**src/rtl/qct_pkg.sv**
```systemverilog
package qct_pkg;
  localparam int QCT_W  = 16;
  localparam int QCT_CH = 4;
  localparam int PRE_W  = 4;

  typedef logic [QCT_W-1:0] count_t;

  typedef enum logic [1:0] {
    EDGE_FALL   = 2'b00,
    EDGE_RISE   = 2'b01,
    EDGE_RISE4  = 2'b10,
    EDGE_RISE16 = 2'b11
  } edge_sel_e;

  function automatic logic [PRE_W:0] prescale_len(edge_sel_e m);
    case (m)
      EDGE_RISE4:  return (PRE_W+1)'(4);
      EDGE_RISE16: return (PRE_W+1)'(16);
      default:     return (PRE_W+1)'(1);
    endcase
  endfunction

  function automatic logic at_limit(count_t c, count_t period, logic period_mode);
    return period_mode ? (c == period) : (c == '1);
  endfunction

  function automatic count_t next_count(count_t c, logic hit);
    return hit ? '0 : c + 1'b1;
  endfunction
endpackage

```
**src/rtl/qct_timebase.sv**
```systemverilog
module qct_timebase
  import qct_pkg::*;
#(
  parameter int DIV_RATIO = 4
) (
  input  logic   clk,
  input  logic   rst_n,
  input  logic   run,
  input  logic   ext_sel,
  input  logic   ext_pin,
  input  logic   period_mode,
  input  count_t period,
  input  logic   load,
  input  count_t load_val,
  output count_t count,
  output logic   tick,
  output logic   wrap_evt
);
  localparam int DIV_W = (DIV_RATIO > 1) ? $clog2(DIV_RATIO) : 1;

  logic [DIV_W-1:0] div_q;
  logic [2:0]       ext_sync;
  logic             ext_rise;
  logic             hit;

  assign ext_rise = ext_sync[1] & ~ext_sync[2];
  assign tick     = run & (ext_sel ? ext_rise : (div_q == DIV_W'(DIV_RATIO-1)));
  assign hit      = at_limit(count, period, period_mode);
  assign wrap_evt = tick & hit & ~load;

  always_ff @(posedge clk or negedge rst_n) begin
    if (!rst_n) begin
      div_q    <= '0;
      ext_sync <= '0;
      count    <= '0;
    end else begin
      ext_sync <= {ext_sync[1:0], ext_pin};
      if (!run || ext_sel || div_q == DIV_W'(DIV_RATIO-1)) div_q <= '0;
      else div_q <= div_q + 1'b1;
      if (load) count <= load_val;
      else if (tick) count <= next_count(count, hit);
    end
  end

  assert_hold_R1: assert property (@(posedge clk) disable iff (!rst_n)
    (!tick && !load) |=> $stable(count));
  assert_int_rate_R1: assert property (@(posedge clk) disable iff (!rst_n)
    (tick && !ext_sel) |=> !tick);
  assert_wrap_R2: assert property (@(posedge clk) disable iff (!rst_n)
    (tick && !load && !period_mode && count == '1) |=> (count == '0));
  assert_period_R3: assert property (@(posedge clk) disable iff (!rst_n)
    (wrap_evt && period_mode) |=> (count == '0));
endmodule

```
**src/rtl/qct_capture_ch.sv**
```systemverilog
module qct_capture_ch
  import qct_pkg::*;
(
  input  logic      clk,
  input  logic      rst_n,
  input  logic      pin,
  input  logic      enable,
  input  edge_sel_e mode,
  input  logic      mode_wr,
  input  count_t    count,
  input  logic      wr_lo,
  input  logic      wr_hi,
  input  logic [7:0] wdata,
  input  logic      rd_lo,
  output count_t    cap,
  output logic      cap_evt,
  output logic      ovf_evt
);
  logic [2:0]       sync_q;
  logic             rise, fall, pre_wrap;
  logic [PRE_W-1:0] pre_q;
  logic [PRE_W:0]   pre_len;
  logic             unread_q;

  assign rise     = sync_q[1] & ~sync_q[2];
  assign fall     = ~sync_q[1] & sync_q[2];
  assign pre_len  = prescale_len(mode);
  assign pre_wrap = ({1'b0, pre_q} == pre_len - 1'b1);
  assign cap_evt  = enable & ((mode == EDGE_FALL) ? fall : (rise & pre_wrap));
  assign ovf_evt  = cap_evt & unread_q;

  always_ff @(posedge clk or negedge rst_n) begin
    if (!rst_n) begin
      sync_q   <= '0;
      pre_q    <= '0;
      unread_q <= 1'b0;
      cap      <= '0;
    end else begin
      sync_q <= {sync_q[1:0], pin};
      if (mode_wr) pre_q <= '0;
      else if (enable && rise && mode != EDGE_FALL) pre_q <= pre_wrap ? '0 : pre_q + 1'b1;
      if (cap_evt) unread_q <= 1'b1;
      else if (rd_lo) unread_q <= 1'b0;
      if (cap_evt) cap <= count;
      else begin
        if (wr_lo) cap[7:0] <= wdata;
        if (wr_hi) cap[QCT_W-1:8] <= wdata;
      end
    end
  end

  assert_load_R4: assert property (@(posedge clk) disable iff (!rst_n)
    cap_evt |=> (cap == $past(count)));
  assert_prio_R7: assert property (@(posedge clk) disable iff (!rst_n)
    (cap_evt && (wr_lo || wr_hi)) |=> (cap == $past(count)));
  assert_edge_R5: assert property (@(posedge clk) disable iff (!rst_n)
    cap_evt |-> (sync_q[1] != sync_q[2]));
  assert_no_overflow_R6: assert property (@(posedge clk) disable iff (!rst_n)
    (rd_lo && !cap_evt) |=> !ovf_evt);
endmodule

```
**src/rtl/quad_capture_timer.sv**
```systemverilog
module quad_capture_timer
  import qct_pkg::*;
#(
  parameter int DIV_RATIO = 4
) (
  input  logic       clk,
  input  logic       rst_n,
  input  logic       ext_clk,
  input  logic [3:0] cap_pin,
  input  logic [3:0] bus_addr,
  input  logic       bus_wr,
  input  logic       bus_rd,
  input  logic [7:0] bus_wdata,
  output logic [7:0] bus_rdata,
  output logic [4:0] irq
);
  localparam int NF = QCT_CH + 1;

  logic        run_q, ext_q, quad_q;
  logic [7:0]  edge_q;
  logic [NF-1:0] flag_q, mask_q;
  logic [QCT_CH-1:0] ovf_q;
  logic [7:0]  cnt_stage_q, cnt_hi_q;
  count_t      count;
  logic        tick, wrap_evt, cnt_load;
  logic [QCT_CH-1:0] cap_evt, ovf_evt;
  count_t      cap_val [QCT_CH];

  logic wr_ctrl, wr_edge, wr_flag, wr_mask, wr_ovf, wr_stage, rd_cnt_lo;

  assign wr_ctrl   = bus_wr && bus_addr == 4'd0;
  assign wr_edge   = bus_wr && bus_addr == 4'd1;
  assign wr_flag   = bus_wr && bus_addr == 4'd2;
  assign wr_mask   = bus_wr && bus_addr == 4'd3;
  assign wr_ovf    = bus_wr && bus_addr == 4'd4;
  assign cnt_load  = bus_wr && bus_addr == 4'd5;
  assign wr_stage  = bus_wr && bus_addr == 4'd6;
  assign rd_cnt_lo = bus_rd && bus_addr == 4'd5;

  qct_timebase #(.DIV_RATIO(DIV_RATIO)) u_tb (
    .clk, .rst_n, .run(run_q), .ext_sel(ext_q), .ext_pin(ext_clk),
    .period_mode(~quad_q), .period(cap_val[0]), .load(cnt_load),
    .load_val({cnt_stage_q, bus_wdata}), .count, .tick, .wrap_evt
  );

  for (genvar k = 0; k < QCT_CH; k++) begin : g_ch
    logic sel_lo, sel_hi;
    assign sel_lo = bus_addr == 4'(8 + 2*k);
    assign sel_hi = bus_addr == 4'(9 + 2*k);
    qct_capture_ch u_ch (
      .clk, .rst_n, .pin(cap_pin[k]),
      .enable((k == 0) ? quad_q : 1'b1),
      .mode(edge_sel_e'(edge_q[2*k +: 2])), .mode_wr(wr_edge),
      .count, .wr_lo(bus_wr && sel_lo), .wr_hi(bus_wr && sel_hi),
      .wdata(bus_wdata), .rd_lo(bus_rd && sel_lo),
      .cap(cap_val[k]), .cap_evt(cap_evt[k]), .ovf_evt(ovf_evt[k])
    );
  end

  always_ff @(posedge clk or negedge rst_n) begin
    if (!rst_n) begin
      {run_q, ext_q, quad_q} <= '0;
      edge_q      <= '0;
      flag_q      <= '0;
      mask_q      <= '0;
      ovf_q       <= '0;
      cnt_stage_q <= '0;
      cnt_hi_q    <= '0;
    end else begin
      if (wr_ctrl) {quad_q, ext_q, run_q} <= bus_wdata[2:0];
      if (wr_edge) edge_q <= bus_wdata;
      if (wr_mask) mask_q <= bus_wdata[NF-1:0];
      if (wr_stage) cnt_stage_q <= bus_wdata;
      if (rd_cnt_lo) cnt_hi_q <= count[QCT_W-1:8];
      flag_q <= (flag_q & ~(wr_flag ? bus_wdata[NF-1:0] : '0)) | {cap_evt, wrap_evt};
      ovf_q  <= (ovf_q & ~(wr_ovf ? bus_wdata[QCT_CH-1:0] : '0)) | ovf_evt;
    end
  end

  always_comb begin
    bus_rdata = '0;
    if (bus_addr[3]) begin
      bus_rdata = bus_addr[0] ? cap_val[bus_addr[2:1]][QCT_W-1:8]
                              : cap_val[bus_addr[2:1]][7:0];
    end else begin
      case (bus_addr[2:0])
        3'd0: bus_rdata = {5'b0, quad_q, ext_q, run_q};
        3'd1: bus_rdata = edge_q;
        3'd2: bus_rdata = 8'(flag_q);
        3'd3: bus_rdata = 8'(mask_q);
        3'd4: bus_rdata = 8'(ovf_q);
        3'd5: bus_rdata = count[7:0];
        3'd6: bus_rdata = cnt_hi_q;
        default: bus_rdata = '0;
      endcase
    end
  end

  assign irq = flag_q & mask_q;

  assert_ch1_off_R3: assert property (@(posedge clk) disable iff (!rst_n)
    !quad_q |-> !cap_evt[0]);
  assert_flag_sticky_R9: assert property (@(posedge clk) disable iff (!rst_n)
    (flag_q[0] && !(wr_flag && bus_wdata[0])) |=> flag_q[0]);
  assert_ovf_set_R6: assert property (@(posedge clk) disable iff (!rst_n)
    ovf_evt[1] |=> ovf_q[1]);
endmodule

```
**config.mk**
```make
export PLATFORM = sky130hd
export DESIGN_NAME = quad_capture_timer
export DESIGN_NICKNAME = d
export VERILOG_FILES = /design/src/rtl/qct_pkg.sv /design/src/rtl/qct_timebase.sv /design/src/rtl/qct_capture_ch.sv /design/src/rtl/quad_capture_timer.sv
export SDC_FILE = /design/constraint.sdc
export NUM_CORES = 1
export LEC_CHECK = 0
export CAP_MARGIN = 20
export CELL_PAD_IN_SITES_DETAIL_PLACEMENT = 0
export CELL_PAD_IN_SITES_GLOBAL_PLACEMENT = 2
export CORE_MARGIN = 2
export CORE_UTILIZATION = 44
export DETAILED_ROUTE_END_ITERATION = 12
export GPL_TIMING_DRIVEN = 0
export HOLD_SLACK_MARGIN = 0.02
export PLACE_DENSITY_LB_ADDON = 0.25
export RECOVER_POWER = 100
export SYNTH_ARGS = -nofsm -noshare
export SYNTH_HDL_FRONTEND = slang
export SYNTH_SLANG_ARGS = --single-unit
```
**constraint.sdc**
```tcl
create_clock -name clk -period 5.5 [get_ports clk]
set_input_delay 0.55 -clock clk [delete_from_list [all_inputs] [get_ports clk]]
set_output_delay 0.55 -clock clk [all_outputs]
set_load 0.1 [all_outputs]
```
Word level (Yosys, flattened, before mapping)

Cells that the tools add are included.

Add/subtract/negate cells: 10
Multipliers: 0
Div/mod/pow operators: 0
$lt $le $gt $ge: 1
Equal/unequal tests: 35
Shift-type cells: 0
Mux-type cells: 54
Bitwise operators: 39
Reduce and logical (&&, ||, !) cells: 55

Operators by type and width:

| kind                                                                  | count |
|---|---|
| 16-bit two-way mux                                                    | 9 |
| 8-bit two-way mux                                                     | 10 |
| 8-bit case mux with 7 select lines                                    | 1 |
| 4-bit two-way mux                                                     | 13 |
| 2-bit nonzero test                                                    | 21 |
| 5-bit case mux with 2 select lines                                    | 4 |
| 16-bit binary-select mux with 2-bit select                            | 1 |
| 4-bit equality test, second input constant                            | 8 |
| 1-bit logical AND                                                     | 25 |
| 1-bit bitwise AND                                                     | 21 |
| 4-bit by 5-bit equality test with 1-bit output                        | 4 |
| 5-bit by 1-bit subtractor with 5-bit output, second input constant    | 4 |
| 2-bit equality test, second input constant                            | 9 |
| 16-bit by 1-bit adder with 16-bit output, second input constant       | 1 |
| 4-bit by 1-bit adder with 4-bit output, second input constant         | 4 |
| 16-bit equality test                                                  | 1 |
| 16-bit equality test, second input constant                           | 1 |
| 1-bit two-way mux                                                     | 14 |
| 4-bit by 3-bit equality test with 1-bit output, second input constant | 3 |
| 5-bit bitwise AND                                                     | 2 |
| 1-bit NOT                                                             | 10 |
| 3-bit equality test, second input constant                            | 3 |
| 4-bit by 2-bit equality test with 1-bit output, second input constant | 2 |
| 2-bit logical NOT                                                     | 4 |
| 17 further kinds                                                      | 19 |

Register bits: 158
Latch bits: 0
Memory bits (writable): 0
Memory bits (read-only): 0
Input port bits: 21
Word-level logic and storage cells: 226
Memories: 0

Depth between registers and ports, before layout

Gate-level depths: netlist of run 1.

Word-level depth: 9
Depth in mapped cells: 9
Gate-level depth less buffers: 6

Hierarchy

Synthesis of run 1 repeated with hierarchy kept, for this count alone.

Cell total of the unflattened synthesis: 798
Area, all modules: 9335.2 µm²

Modules (own cells, without submodules):

| module             | instances | cells an instance | area each (µm²) | sequential area each (µm²) |
|---|---|---|---|---|
| qct_capture_ch     | 4         | 94                | 1228.7          | 600.6 |
| quad_capture_timer | 1         | 233               | 2720.1          | 1026.0 |
| qct_timebase       | 1         | 189               | 1700.4          | 525.5 |

Least setup slack after synthesis of run 1

OpenSTA, ideal clock, no wires.

Path kind: input port to output port
From: in bus_addr[1]
To: out bus_rdata[2]
Data arrival time: 2.321 ns
Required time: 4.950 ns
Path slack: 2.629 ns
Stages on the path: 5
Cell sequence: buf_4 > buf_2 > mux4_2 > mux2_2 > a22o_1

Word-level cells in the longest chain between the ends: 6

RTL lines:

| what                                                   | line                                               | text |
|---|---|---|
| start, declared                                        | quad_capture_timer.sv:10                           | `input logic [3:0] bus_addr,` |
| 2-bit NOT with 3-bit output (implied by the code)      | quad_capture_timer.sv:83, quad_capture_timer.sv:84 |  |
| 16-bit binary-select mux with 2-bit select             | quad_capture_timer.sv:83, quad_capture_timer.sv:84 |  |
| 16-bit two-way mux (implied by the code) (2 in series) | quad_capture_timer.sv:84                           | `: cap_val[bus_addr[2:1]][7:0];` |
| 8-bit two-way mux                                      | quad_capture_timer.sv:83                           | `bus_rdata = bus_addr[0] ? cap_val[bus_addr[2:1]][QCT_W-1:8]` |
| 8-bit two-way mux (*)                                  | quad_capture_timer.sv:82                           | `if (bus_addr[3]) begin` |
| end, declared                                          | quad_capture_timer.sv:14                           | `output logic [7:0] bus_rdata,` |

Mark *: on every way between the ends. The rest lies on a longest branch, timed or not. The select of a mux whose other input is x is not followed.

Worst setup path in the final report of run 1

From: in bus_addr[2]
To: out bus_rdata[1]

The elaborated chain is that of the path after synthesis.

==> results of run 1 <==
cells by family after synthesis:
logic type                 after synthesis  synth area share [%]
DFF                                    158                  44.9
muxes                                  168                  23.0
AOI/OAI and AO/OA                      150                  11.5
and+or+nand+nor                        235                  13.6
buffers and inverters                   67                  3.41
xor gates and xnor gates                28                  2.79
adders and majority gates                6                 0.853
metal layers:
layer,vias up,global-route usage (%)
li1,3084,-
met5,-,0
met4,0,8.77
met3,56,4.04
met2,216,43.5
met1,3525,34.7
critical path: cells and delay by family:
kind / cells / cell delay [ns]
compound gates: 1 / 0.14
mux: 2 / 0.55
buf+inv: 4 / 3.06
report_power, final:
| part | internal, mW | switching (mW) |
|---|---|---|
| Clock | 0.643 | 0.521 |
| Combinational | 0.770 | 0.980 |
| Sequential | 1.57 | 0.377 |
state kept, by name, indices dropped and copies added (netlist names):
name	flops
cnt_hi_q	8
cnt_stage_q	8
edge_q	8
ext_q	1
flag_q	5
g_ch.u_ch.cap	64
g_ch.u_ch.pre_q	16
g_ch.u_ch.sync_q	12
g_ch.u_ch.unread_q	4
mask_q	5
ovf_q	4
quad_q	1
run_q	1
u_tb.count	16
u_tb.div_q	2
u_tb.ext_sync	3
layout make-up:
cell class                      count  area [um2]  share of cell area (%)
Multi-Input combinational cell    587        4520                    45.1
Sequential cell                   158        3950                    39.5
Clock buffer                       19         443                    4.42
Timing Repair Buffer               34         352                    3.51
Tap cell                          265         332                    3.31
Buffer                             59         259                    2.59
Clock inverter                     13         129                    1.29
Inverter                            8        30.0                   0.300
cell usage in the layout (no fill, tap or decap), types with 17 or more instances in the layout:
cell and n:
mux2i_1 64, nand2_1 65, nand3_1 22, clkbuf_1 40
a21oi_1 52, dlygate4sd3_1 21, buf_2 18, dfrtp_1 158
mux4_2 17, clkbuf_16 17, nor2_1 68, a22oi_1 19
mux2_2 82
through the flow:
stage / util [%] / total power [mW] / setup TNS, ns / setup slack (ns)
after floorplan: - / 3.17 / 0 / 2.63
after global placement: 48.5 / 3.63 / -398.36 / -2.53
after detailed placement: 48.6 / 3.72 / 0 / 0.938
after CTS: 51.6 / 4.88 / 0 / 0.935
after global routing: 51.3 / 5.11 / 0 / 0.497
final: 51.3 / 4.86 / 0 / 0.632
worst paths after layout:
check	from	to	slack, ns	cells past startpoint
max	bus_addr[2]	bus_rdata[1]	0.63	7
min	g_ch[3].u_ch.sync_q[0]	g_ch[3].u_ch.sync_q[1]	0.35	0
max reg2reg	edge_q[6]	g_ch[3].u_ch.cap[7]	2.23	6
min reg2reg	g_ch[3].u_ch.sync_q[0]	g_ch[3].u_ch.sync_q[1]	0.35	0
max in group asynchronous	rst_n	g_ch[0].u_ch.cap[12]	1.23	1
min in group asynchronous	rst_n	flag_q[3]	1.72	1
==> qor.txt, run 1 <==
Synth area leaders -> dfrtp_1, mux2_2, mux2i_1
Total gr overflow -> 0
Top-area cell type share of the netlist area -> 44.9%
# clock sinks -> 158
Slowest Stage Delay on Critical Path -> 1.20 ns
Sequential-to-total area share from yosys stat -> 44.9%
Critical-path top delay cell -> dlygate4sd3_1
Top-count cell post-synth -> dfrtp_1
Area grow syn2layout -> 13.8%
I/O pins -> 34
GRT Util Overall -> 26.0%
Warnings, synthesis -> 0
Clock Path Buffers -> 2
Commonest cells post-synth -> dfrtp_1, mux2_2, nand2_1, mux2i_1, nor2_1
Port Buffers -> 33
Initial antenna violation count -> 0
Setup CP Type -> in -> out
Netlist cell types -> 62
Failing checks -> max-capacitance violations, max-slew violations
DRT Pass-1 Iters -> 7
Die height -> 145 um
Diodes inserted -> 0
Vias in the first global route -> 6,971
Via density -> 6.02
Final HPWL DP -> 19.2 mm
WP data required -> 4.95 ns
Finished Layout Cells -> 1,143
P_leak -> 4.23 nW
Row count -> 51
CP startpoint kind -> input port
Slew HR -> -204%
Hold Path Class -> reg -> reg
Minimum hold slack -> 0.348 ns
Post-Syn Instances -> 812
Num CTS Buffers -> 17
Design Area, Final -> 10,000 um2
CTS tree -> built
Fin crit period -> 4.87 ns
Period utilisation layout -> 88.5%
WP data arrival -> 4.32 ns
DRT met1 WL -> 12.1 mm
Starting Density -> 45.1%
DP Area -> 9490 um2
GPL Wtd Cong -> 0.894
Max_cap viols -> 1
Status -> finished, violations left
CP Cell Sequence -> dlygate4sd3_1 -> clkbuf_1 -> clkbuf_1 -> mux4_2 -> mux2_2 -> a22o_1 -> dlygate4sd3_1
Chip Width -> 145 um
Wire length per cell -> 23.8 um
RSZ-0062 raised after global routing -> false
Final Slew Violations -> 79
CP max FO -> 10
Total number of vias -> 6,881
Crit end category -> output pin
Final WL -> 27.2 mm
Number of synthesized flops with an enable pin -> 0
Worst Clk Skew -> 0.0119 ns
CTS Root Cell -> clkbuf_16
Top layer reached by signal wires -> met4
Fillers -> 1,822
Fin. Hold Viols -> 0
Core area -> 19,500 um2
Post_cts resized -> 0
Syn Nets -> 839
Tightest Pin Transition -> 4.55 ns
Largest net degree at the start of global routing -> 81
Final setup fails -> 0
Largest area contributor in the synthesized netlist -> dfrtp_1
Placed cells -> 1,111
Layout cells sized above 1 -> 18.9%
Die area -> 21,200 um2
Hold buffers post-CTS -> 0
First DRT Iteration DRCs -> 626
Worst-Skew Late Latency -> 0.44 ns
Primary FF master, synth -> dfrtp_1
Syn avg cell area -> 10.8 um2
Clk slew on worst S/H paths -> 0.06 ns
Asr flop ratio synth -> 100%
DRC Markers -> 0
Power per cell area -> 485 nW/um2
CTS H-tree depth -> 4
Final Net Count -> 892
Post-CTS setup buffers -> 0
First-pass GRT wire length -> 41.8 mm
Worst VDD drop -> 0.240 mV
#FFs+latches synth -> 158
Routed Antenna Nets -> 0
Post-Syn Area -> 8800 um2
Met3 routed WL -> 1.16 mm
Metal2 WL -> 13.2 mm
Fmax -> 205 MHz
Note: power is estimated with default switching activity, not from simulation.
==> run 2: changes to the inputs <==
- SYNTH_HIERARCHICAL: unset -> 1
==> qor.txt, run 2 <==
Status -> finished, violations left
Failing checks -> max-capacitance violations, max-slew violations
Finished Layout Cells -> 1,137
Hold Path Depth -> 0
Met3 Use GR -> 5.06%
Largest net degree at the start of global routing -> 100
Clock Path Buffers -> 2
Syn avg cell area -> 11.7 um2
Port Buffers -> 30
Final WL -> 26.9 mm
Layout cells sized above 1 -> 25.4%
Via density -> 5.94
Top reg by flops -> g_ch.u_ch/cap
DRT Pass-1 Iters -> 4
Power per cell area -> 486 nW/um2
I/O pins -> 34
P_leak -> 4.32 nW
Met2 Usage GRT -> 41.2%
Final setup fails -> 0
Post-CTS setup buffers -> 0
Wire length per cell -> 23.7 um
Crit end category -> output pin
Die area -> 22,400 um2
Area of the multi-input gates -> 4840 um2
Vias in the first global route -> 6,954
Worst Reg-to-Reg Cells -> 6
Diodes inserted -> 0
Fillers -> 1,938
Largest register FFs -> 64
DRC Markers -> 0
Post-Syn Area -> 9330 um2
Fin crit period -> 4.72 ns
Hold Path Class -> reg -> reg
Clk slew on worst S/H paths -> 0.07 ns
Fmax -> 212 MHz
Warnings, synthesis -> 6
Tightest Pin Transition -> 3.36 ns
CP max FO -> 10
Worst Clk Skew -> 0.0144 ns
WP data arrival -> 4.17 ns
Num CTS Buffers -> 17
Placed cells -> 1,105
Most frequent cells in the layout -> dfrtp_1, mux2_2, nand2_1
Largest regs -> g_ch.u_ch/cap: 64 flops, g_ch.u_ch/pre_q: 16 flops, u_tb/count: 16 flops
Max_cap viols -> 1
Final HPWL DP -> 18.5 mm
Fin. Hold Viols -> 0
Final Net Count -> 876
CTS H-tree depth -> 4
Post_cts resized -> 0
FF/Latch Area -> 3950 um2
Core area -> 20,900 um2
RSZ-0062 raised after global routing -> false
# clock sinks -> 158
Total gr overflow -> 0
Worst VDD drop -> 0.239 mV
Post-Syn Instances -> 797
Met1 Track Usage GR -> 34.4%
First DRT Iteration DRCs -> 486
CP startpoint kind -> input port
Die height -> 150 um
Period utilisation layout -> 85.9%
Worst-Skew Late Latency -> 0.44 ns
Chip Width -> 150 um
GR peak layer -> met2
Area grow syn2layout -> 10.6%
Setup CP Type -> in -> out
CTS Root Cell -> clkbuf_16
Commonest non-fill, non-tap cell in the layout -> dfrtp_1
Initial antenna violation count -> 1
Final Slew Violations -> 60
WP data required -> 4.95 ns
Row count -> 53
Slew HR -> -124%
CTS tree -> built
First-pass GRT wire length -> 41.9 mm
GRT Util Overall -> 25.3%
Setup_tns -> 0 ns
Starting Density -> 44.7%
Total number of vias -> 6,757
GPL Wtd Cong -> 0.849
Hold buffers post-CTS -> 0
Routed Antenna Nets -> 0
## run 2: critical path: stages
cell and delay (ns):
dlygate4sd3_1 0.73, clkbuf_1 0.42, clkbuf_1 0.47, nor2b_1 0.29
a32oi_1 0.11, o21ai_0 0.38, clkdlybuf4s50_1 1.22
## run 2: power breakdown
part	internal (mW)	switching, mW	total (mW)
logic	0.892	0.838	1.73
clock network	0.649	0.519	1.17
registers	1.60	0.523	2.13
total	3.14	1.88	5.02
## run 2: cell type report
| type | instances | area share (%) |
|---|---|---|
| Clock buffer | 20 | 4.42 |
| Sequential cell | 158 | 38.3 |
| Buffer | 49 | 2.30 |
| Tap cell | 275 | 3.33 |
| Inverter | 15 | 0.545 |
| Timing Repair Buffer | 31 | 3.11 |
| Multi-Input combinational cell | 577 | 46.9 |
| Clock inverter | 12 | 1.09 |
## run 2: metrics by stage
step | worst slack (ns) | utilization [%] | total power [mW] | instance area [um2] | hold slack, ns
after floorplan | 1.41 | - | 3.41 | 9340 | 0.254
after global placement | -2.59 | 47.8 | 3.88 | 9980 | 0.336
after detailed placement | 1.36 | 47.9 | 3.97 | 10000 | 0.336
after CTS | 1.34 | 50.7 | 5.15 | 10600 | 0.0321
after global routing | 0.649 | 49.4 | 5.30 | 10300 | 0.369
final | 0.777 | 49.4 | 5.02 | 10300 | 0.347
## run 2: routing by layer
metal | vias to the layer above | share of wire, %
met4 | 0 | 1.6
li1 | 3062 | -
met3 | 27 | 4.0
met5 | - | 0
met2 | 157 | 49
met1 | 3511 | 46
## run 2: path summary, 6_finish.rpt
kind	start	end	slack (ns)
max reg2reg	edge_q[6]	g_ch[3].u_ch/cap[0]	2.36
min reg2reg	g_ch[2].u_ch/sync_q[0]	g_ch[2].u_ch/sync_q[1]	0.35
min	g_ch[2].u_ch/sync_q[0]	g_ch[2].u_ch/sync_q[1]	0.35
max in group asynchronous	rst_n	g_ch[3].u_ch/cap[11]	2.34
max	bus_addr[0]	bus_rdata[6]	0.78
min in group asynchronous	rst_n	g_ch[2].u_ch/pre_q[2]	1.21
